[src/rtl/jtag_ir_pkg.sv]
package jtag_ir_pkg;
  localparam int IR_W = 8;
  localparam int ID_W = 32;

  typedef logic [IR_W-1:0] ir_op_t;

  localparam ir_op_t OP_EXTEST   = 8'h00;
  localparam ir_op_t OP_SAMPLE   = 8'h81;
  localparam ir_op_t OP_CLAMP    = 8'h82;
  localparam ir_op_t OP_HIGHZ    = 8'h03;
  localparam ir_op_t OP_SAMP_IN  = 8'h41;
  localparam ir_op_t OP_SAMP_OUT = 8'h42;
  localparam ir_op_t OP_EXT_OUT  = 8'h22;
  localparam ir_op_t OP_IDCODE   = 8'hAA;
  localparam ir_op_t OP_BYPASS   = 8'hFF;

  // value loaded into the shift stage on capture-IR
  localparam ir_op_t IR_CAPTURE  = OP_SAMPLE;

  typedef enum logic [2:0] {
    DR_BND_FULL,
    DR_BND_IN,
    DR_BND_OUT,
    DR_BYPASS,
    DR_ID
  } dr_sel_e;

  typedef struct packed {
    dr_sel_e dr;
    logic    drive;
    logic    hiz;
  } ir_dec_t;
endpackage

[src/rtl/jtag_rst_sync.sv]
module jtag_rst_sync #(
  parameter int STAGES = 2
) (
  input  logic clk,
  input  logic arst_n,
  output logic rst_n
);
  logic [STAGES-1:0] sync_q;
  logic [STAGES-1:0] sync_d;

  always_comb sync_d = {sync_q[STAGES-2:0], 1'b1};

  always_ff @(posedge clk or negedge arst_n) begin
    if (!arst_n) sync_q <= '0;
    else         sync_q <= sync_d;
  end

  assign rst_n = sync_q[STAGES-1];
endmodule

[src/rtl/jtag_ir_shift.sv]
module jtag_ir_shift
  import jtag_ir_pkg::*;
#(
  parameter ir_op_t RST_OP = OP_IDCODE
) (
  input  logic   tck,
  input  logic   rst_n,
  input  logic   tdi,
  input  logic   st_tlr,
  input  logic   st_cap,
  input  logic   st_shift,
  input  logic   st_upd,
  output ir_op_t sh,
  output ir_op_t act,
  output logic   so
);
  ir_op_t sh_q, sh_d, act_q, act_d;
  logic   sh_en, act_en;

  always_comb begin
    sh_en = st_cap | st_shift;
    sh_d  = st_cap ? IR_CAPTURE : {tdi, sh_q[IR_W-1:1]};
  end

  always_comb begin
    act_en = st_tlr | st_upd;
    act_d  = st_tlr ? RST_OP : sh_q;
  end

  always_ff @(posedge tck or negedge rst_n) begin
    if (!rst_n) begin
      sh_q  <= IR_CAPTURE;
      act_q <= RST_OP;
    end else begin
      if (sh_en)  sh_q  <= sh_d;
      if (act_en) act_q <= act_d;
    end
  end

  assign sh  = sh_q;
  assign act = act_q;
  assign so  = sh_q[0];
endmodule

[src/rtl/jtag_ir_dec.sv]
module jtag_ir_dec
  import jtag_ir_pkg::*;
#(
  parameter bit HAS_ID = 1'b1
) (
  input  ir_op_t  op,
  output ir_dec_t dec
);
  always_comb begin
    dec = '{dr: DR_BYPASS, drive: 1'b0, hiz: 1'b0};
    unique case (op)
      OP_EXTEST:   dec = '{dr: DR_BND_FULL, drive: 1'b1, hiz: 1'b0};
      OP_SAMPLE:   dec = '{dr: DR_BND_FULL, drive: 1'b0, hiz: 1'b0};
      OP_CLAMP:    dec = '{dr: DR_BYPASS,   drive: 1'b1, hiz: 1'b0};
      OP_HIGHZ:    dec = '{dr: DR_BYPASS,   drive: 1'b0, hiz: 1'b1};
      OP_SAMP_IN:  dec = '{dr: DR_BND_IN,   drive: 1'b0, hiz: 1'b0};
      OP_SAMP_OUT: dec = '{dr: DR_BND_OUT,  drive: 1'b0, hiz: 1'b0};
      OP_EXT_OUT:  dec = '{dr: DR_BND_OUT,  drive: 1'b1, hiz: 1'b0};
      OP_IDCODE:   dec = '{dr: (HAS_ID ? DR_ID : DR_BYPASS), drive: 1'b0, hiz: 1'b0};
      default:     dec = '{dr: DR_BYPASS,   drive: 1'b0, hiz: 1'b0};
    endcase
  end
endmodule

[src/rtl/jtag_dr_fixed.sv]
module jtag_dr_fixed
  import jtag_ir_pkg::*;
#(
  parameter bit              HAS_ID  = 1'b1,
  parameter logic [ID_W-1:0] ID_WORD = 32'h0000_0001
) (
  input  logic tck,
  input  logic rst_n,
  input  logic tdi,
  input  logic st_cap,
  input  logic st_shift,
  input  logic sel_byp,
  input  logic sel_id,
  output logic byp_q,
  output logic id_so
);
  logic byp_d, byp_en;

  always_comb begin
    byp_en = sel_byp & (st_cap | st_shift);
    byp_d  = st_cap ? 1'b0 : tdi;
  end

  always_ff @(posedge tck or negedge rst_n) begin
    if (!rst_n)      byp_q <= 1'b0;
    else if (byp_en) byp_q <= byp_d;
  end

  generate
    if (HAS_ID) begin : g_id
      logic [ID_W-1:0] id_q, id_d;
      logic            id_en;

      always_comb begin
        id_en = sel_id & (st_cap | st_shift);
        id_d  = st_cap ? ID_WORD : {tdi, id_q[ID_W-1:1]};
      end

      always_ff @(posedge tck or negedge rst_n) begin
        if (!rst_n)     id_q <= ID_WORD;
        else if (id_en) id_q <= id_d;
      end

      assign id_so = id_q[0];
    end else begin : g_no_id
      assign id_so = 1'b0;
    end
  endgenerate
endmodule

[src/rtl/jtag_ir_decode.sv]
module jtag_ir_decode
  import jtag_ir_pkg::*;
#(
  parameter bit          HAS_ID     = 1'b1,
  parameter logic [3:0]  ID_VERSION = 4'h0,
  parameter logic [15:0] ID_PART    = 16'h5A3C,
  parameter logic [10:0] ID_MAKER   = 11'h1D3
) (
  input  logic tck,
  input  logic trst_n,
  input  logic tdi,
  input  logic st_tlr,
  input  logic st_cap_ir,
  input  logic st_shift_ir,
  input  logic st_upd_ir,
  input  logic st_cap_dr,
  input  logic st_shift_dr,
  input  logic bnd_so,
  output logic tdo,
  output logic tdo_en,
  output logic sel_bnd_full,
  output logic sel_bnd_in,
  output logic sel_bnd_out,
  output logic sel_bypass,
  output logic sel_idcode,
  output logic mode_drive,
  output logic mode_hiz
);
  localparam logic [ID_W-1:0] ID_WORD = {ID_VERSION, ID_PART, ID_MAKER, 1'b1};
  localparam ir_op_t          RST_OP  = HAS_ID ? OP_IDCODE : OP_BYPASS;

  logic    rst_n;
  ir_op_t  ir_sh, ir_act;
  logic    ir_so, byp_q, id_so;
  ir_dec_t dec;
  logic    ser_mux, tdo_d, tdo_en_d, tdo_q, tdo_en_q;

  jtag_rst_sync #(.STAGES(2)) u_rst (
    .clk(tck), .arst_n(trst_n), .rst_n(rst_n)
  );

  jtag_ir_shift #(.RST_OP(RST_OP)) u_ir (
    .tck(tck), .rst_n(rst_n), .tdi(tdi),
    .st_tlr(st_tlr), .st_cap(st_cap_ir), .st_shift(st_shift_ir), .st_upd(st_upd_ir),
    .sh(ir_sh), .act(ir_act), .so(ir_so)
  );

  jtag_ir_dec #(.HAS_ID(HAS_ID)) u_dec (.op(ir_act), .dec(dec));

  assign sel_bnd_full = (dec.dr == DR_BND_FULL);
  assign sel_bnd_in   = (dec.dr == DR_BND_IN);
  assign sel_bnd_out  = (dec.dr == DR_BND_OUT);
  assign sel_bypass   = (dec.dr == DR_BYPASS);
  assign sel_idcode   = (dec.dr == DR_ID);
  assign mode_drive   = dec.drive;
  assign mode_hiz     = dec.hiz;

  jtag_dr_fixed #(.HAS_ID(HAS_ID), .ID_WORD(ID_WORD)) u_dr (
    .tck(tck), .rst_n(rst_n), .tdi(tdi),
    .st_cap(st_cap_dr), .st_shift(st_shift_dr),
    .sel_byp(sel_bypass), .sel_id(sel_idcode),
    .byp_q(byp_q), .id_so(id_so)
  );

  // serial source for the current state
  always_comb begin
    unique case (dec.dr)
      DR_BYPASS: ser_mux = byp_q;
      DR_ID:     ser_mux = id_so;
      default:   ser_mux = bnd_so;
    endcase
    tdo_en_d = st_shift_ir | st_shift_dr;
    if (st_shift_ir)      tdo_d = ir_so;
    else if (st_shift_dr) tdo_d = ser_mux;
    else                  tdo_d = 1'b0;
  end

  always_ff @(negedge tck or negedge rst_n) begin
    if (!rst_n) begin
      tdo_q    <= 1'b0;
      tdo_en_q <= 1'b0;
    end else begin
      tdo_q    <= tdo_d;
      tdo_en_q <= tdo_en_d;
    end
  end

  assign tdo    = tdo_q;
  assign tdo_en = tdo_en_q;
endmodule

[config.mk]
export PLATFORM = sky130hd
export DESIGN_NAME = jtag_ir_decode
export DESIGN_NICKNAME = d
export VERILOG_FILES = /design/src/rtl/jtag_ir_pkg.sv /design/src/rtl/jtag_rst_sync.sv /design/src/rtl/jtag_ir_shift.sv /design/src/rtl/jtag_ir_dec.sv /design/src/rtl/jtag_dr_fixed.sv /design/src/rtl/jtag_ir_decode.sv
export SDC_FILE = /design/constraint.sdc
export NUM_CORES = 1
export LEC_CHECK = 0
export BUFFER_PORTS_ARGS = -buffer_cell sky130_fd_sc_hd__buf_2
export CORE_ASPECT_RATIO = 0.7
export CORE_MARGIN = 10
export CORE_UTILIZATION = 48
export DETAILED_ROUTE_END_ITERATION = 8
export PLACE_DENSITY = 0.73
export SYNTH_ARGS = -nofsm -noshare
export SYNTH_HDL_FRONTEND = slang
export SYNTH_SLANG_ARGS = --single-unit
export TNS_END_PERCENT = 10
[constraint.sdc]
create_clock -name tck -period 3.3 [get_ports tck]
set_clock_uncertainty 0.1 [all_clocks]
set_input_delay 0 -clock tck [delete_from_list [all_inputs] [get_ports tck]]
set_output_delay 0 -clock tck [all_outputs]
set_load 0.1 [all_outputs]
==> results.py <==
metrics = {
    "status": {
        "outcome": "complete, but fails checks",
        "violations": "negative setup slack",
    },
    "placement": {
        "place.port_buffers": 18,
        "post-dp-hpwl_mm": 3.10,
        "place.gp.congestion": 0.834,
        "dp_cells": 324,
        "dpl_cell_area_um2": 2600,
    },
    "yosys": {
        "syn_inst": 243,
        "avgSynthCellArea_um2": 10.0,
        "yosys_warnings": 0,
        "ys_seq_elements": 53,
        "syn_nets": 253,
        "ys_seq_area_share_pct": 55.5,
        "synth_cell_types": 39,
        "synth.cell_area_um2": 2440,
    },
    "power_and_ir_drop": {
        "leakagePower_nw": 1.34,
        "fin_total_pwr_w": 0.00152,
        "p_per_area_nw_per_um2": 553,
        "vdd_drop_max_mv": 0.272,
    },
    "worst_setup_path": {
        "startpoint_type": "register",
        "r2r_slack_ns": -0.05,
        "r2r_start": "u_ir.act[1]$_DFFE_PN1P_",
        "worst-r2r-cell-count": 4,
        "crit_arrival_ns": 1.76,
        "required_ns": 1.70,
        "endpoint_kind": "register",
        "rr_endpoint": "tdo$_DFF_NN0_",
        "path_max_fanout": 4,
        "criticalPathCategory": "reg -> reg",
    },
    "detailed_routing": {
        "antenna_left": 0,
        "drt_wl_total_mm": 4.74,
        "drt-initial-drc-count": 136,
        "drtPass1Iterations": 4,
        "vias": 1744,
        "remaining_drc_errors": 0,
        "via_per_inst": 5.14,
        "wire_per_inst_um": 14.0,
    },
    "sta": {
        "rsz0062_at_grt": "yes",
        "maxSlewViolCount": 0,
        "tightest_slew_ns": 0.593,
        "setup_viol": 1,
        "timing.hold.ws_ns": 0.0358,
        "hold_violations": 0,
        "slew-limit-headroom_pct": 60.4,
        "setup_ws_ns": -0.0539,
    },
    "grt": {
        "track_usage_pct": 11.7,
        "antenna_found_initial": 0,
        "grt_max_degree": 50,
        "grt_pass1_wl_mm": 8.11,
        "grt.overflow.total": 0,
        "grt_pass1_vias": 1635,
    },
    "run": {
        "cap_violations": 0,
    },
    "finish": {
        "final_common_cell": "nand2_1",
        "antenna_cells": 0,
        "final_nets": 279,
        "post-route-util_pct": 57.0,
        "drive_gt1_share_pct": 24.8,
        "design_area_um2": 2760,
        "layout_common_cells": "68 x nand2_1, 29 x dfrtp_1, 21 x dfstp_2, 18 x buf_2, 17 x nand3b_1",
        "syn_to_final_growth_pct": 13.0,
        "stdcell_count": 339,
        "nFillCells": 433,
    },
    "floorplanning": {
        "start_util_pct": 50.4,
        "io_pins": 19,
        "die_x_um": 105,
        "rows": 21,
        "coreArea_um2": 4830,
        "fp.dieH_um": 79.6,
        "dieArea_um2": 8380,
    },
    "clock_network": {
        "cts_root_buffer": "clkbuf_8",
        "cts.sinks": 53,
        "numCtsBuffers": 5,
        "path_clk_slew_ns": 0.09,
        "clk_path_buf_depth": 2,
        "insertion_delay_ns": 0.30,
        "h-tree-depth": 2,
        "cts_tree": "done",
    },
    "hold_path": {
        "hp-start": "st_upd_ir",
        "min_to": "u_ir.act[1]$_DFFE_PN1P_",
        "hp-class": "in -> reg",
        "hold-path-cell-count": 2,
    },
}
[layout make-up]
cell class              count  area (um2)  share of cell area [%]
clock buffers               7        76.3                    2.77
clock inverters             1        7.51                   0.272
inverters                   2        7.51                   0.272
multi-input cells         169         968                    35.1
flip-flops and latches     53        1350                    49.1
well taps                  69        86.3                    3.13
repair buffers             38         255                    9.26
[stage by stage]
| step | worst slack [ns] | setup TNS [ns] |
|---|---|---|
| 3_5_place_dp | -0.0377 | -0.0377 |
| 3_3_place_gp | -0.0265 | -0.0265 |
| 4_1_cts | -0.0289 | -0.0289 |
| 2_1_floorplan | -0.676 | -1.31 |
| 6_report | -0.0539 | -0.0539 |
| 5_1_grt | -0.134 | -0.134 |
[power by group]
group / switching (W) / internal (W)
logic: 0.000183 / 0.000101
registers: 0.0000667 / 0.000819
clock network: 0.000203 / 0.000151
[synthesized netlist by cell type, drive strengths merged]
library cell	number	area share, %
o211a	1	0.41
or4b	1	0.56
clkbuf	9	1.4
dfrtp	30	31
nand2	68	10
o22a	1	0.36
a311oi	1	0.36
nand4b	1	0.36
dfstp	21	23
a21oi	2	0.41
and3b	1	0.36
or2	1	0.26
dfrtn	2	2.1
xor2	3	1.1
o21ai	16	3.3
xnor2	1	0.36
mux2	1	0.46
and4b	1	0.41
a211o	6	2.2
o211ai	1	0.31
nor2b	6	1.5
nand3b	17	5.2
inv	2	0.31
nor4	1	0.26
o221ai	2	0.72
nand2b	1	0.26
buf	10	3.5
conb	1	0.15
a31oi	1	0.26
nor3	7	1.6
nor2	13	2.0
o31a	1	0.36
mux2i	10	4.1
nor4b	2	0.72
or3	1	0.46
[flip-flops by register name (all words and copies together) (netlist names)]
name,count
u_ir.act,8
u_dr.byp_q,1
tdo,1
tdo_en,1
u_ir.sh,8
u_dr.g_id.id_q,32
u_rst.sync_q,2
[worst max-delay path by stage]
| stage | to | cells after the start | from |
|---|---|---|---|
| after floorplan | tdo$_DFF_NN0_ | 5 | u_ir.act[5]$_DFFE_PN1P_ |
| after global placement | tdo$_DFF_NN0_ | 4 | u_ir.act[1]$_DFFE_PN1P_ |
| after detailed placement | tdo$_DFF_NN0_ | 4 | u_ir.act[1]$_DFFE_PN1P_ |
| after CTS | tdo$_DFF_NN0_ | 4 | u_ir.act[1]$_DFFE_PN1P_ |
| after global routing | tdo$_DFF_NN0_ | 4 | u_ir.act[1]$_DFFE_PN1P_ |
| final | tdo$_DFF_NN0_ | 4 | u_ir.act[1]$_DFFE_PN1P_ |
[critical path: stages (launching register included)]
cell     delay, ns
dfstp_2       0.54
or4b_4        0.49
o21ai_2       0.12
nand2_1       0.07
o211a_1       0.23
[cells by family after synthesis]
group	count (synthesis)	synth area share, %
compound gates	32	8.62
xor+xnor	4	1.44
buf+inv	21	5.23
flops	53	55.5
mux	11	4.57
other cells	1	0.154
simple gates	121	24.5
[repair_timing]
action,4_1_cts,5_1_grt
endpoints found under the hold margin,20,0
hold buffers,6,0
endpoints found under the setup margin,1,1
pin swaps,3,0
buffers inserted,1,0
resized for setup,1,1
[routing by layer]
metal | vias up | GRT usage [%] | wire length, um
li1 | 863 | - | -
met1 | 833 | 17.1 | 2480
met2 | 43 | 15.9 | 1960
met3 | 5 | 3.39 | 260
met4 | 0 | 3.69 | 42
met5 | - | 0 | 0
Power figures use the tool's default switching activity.
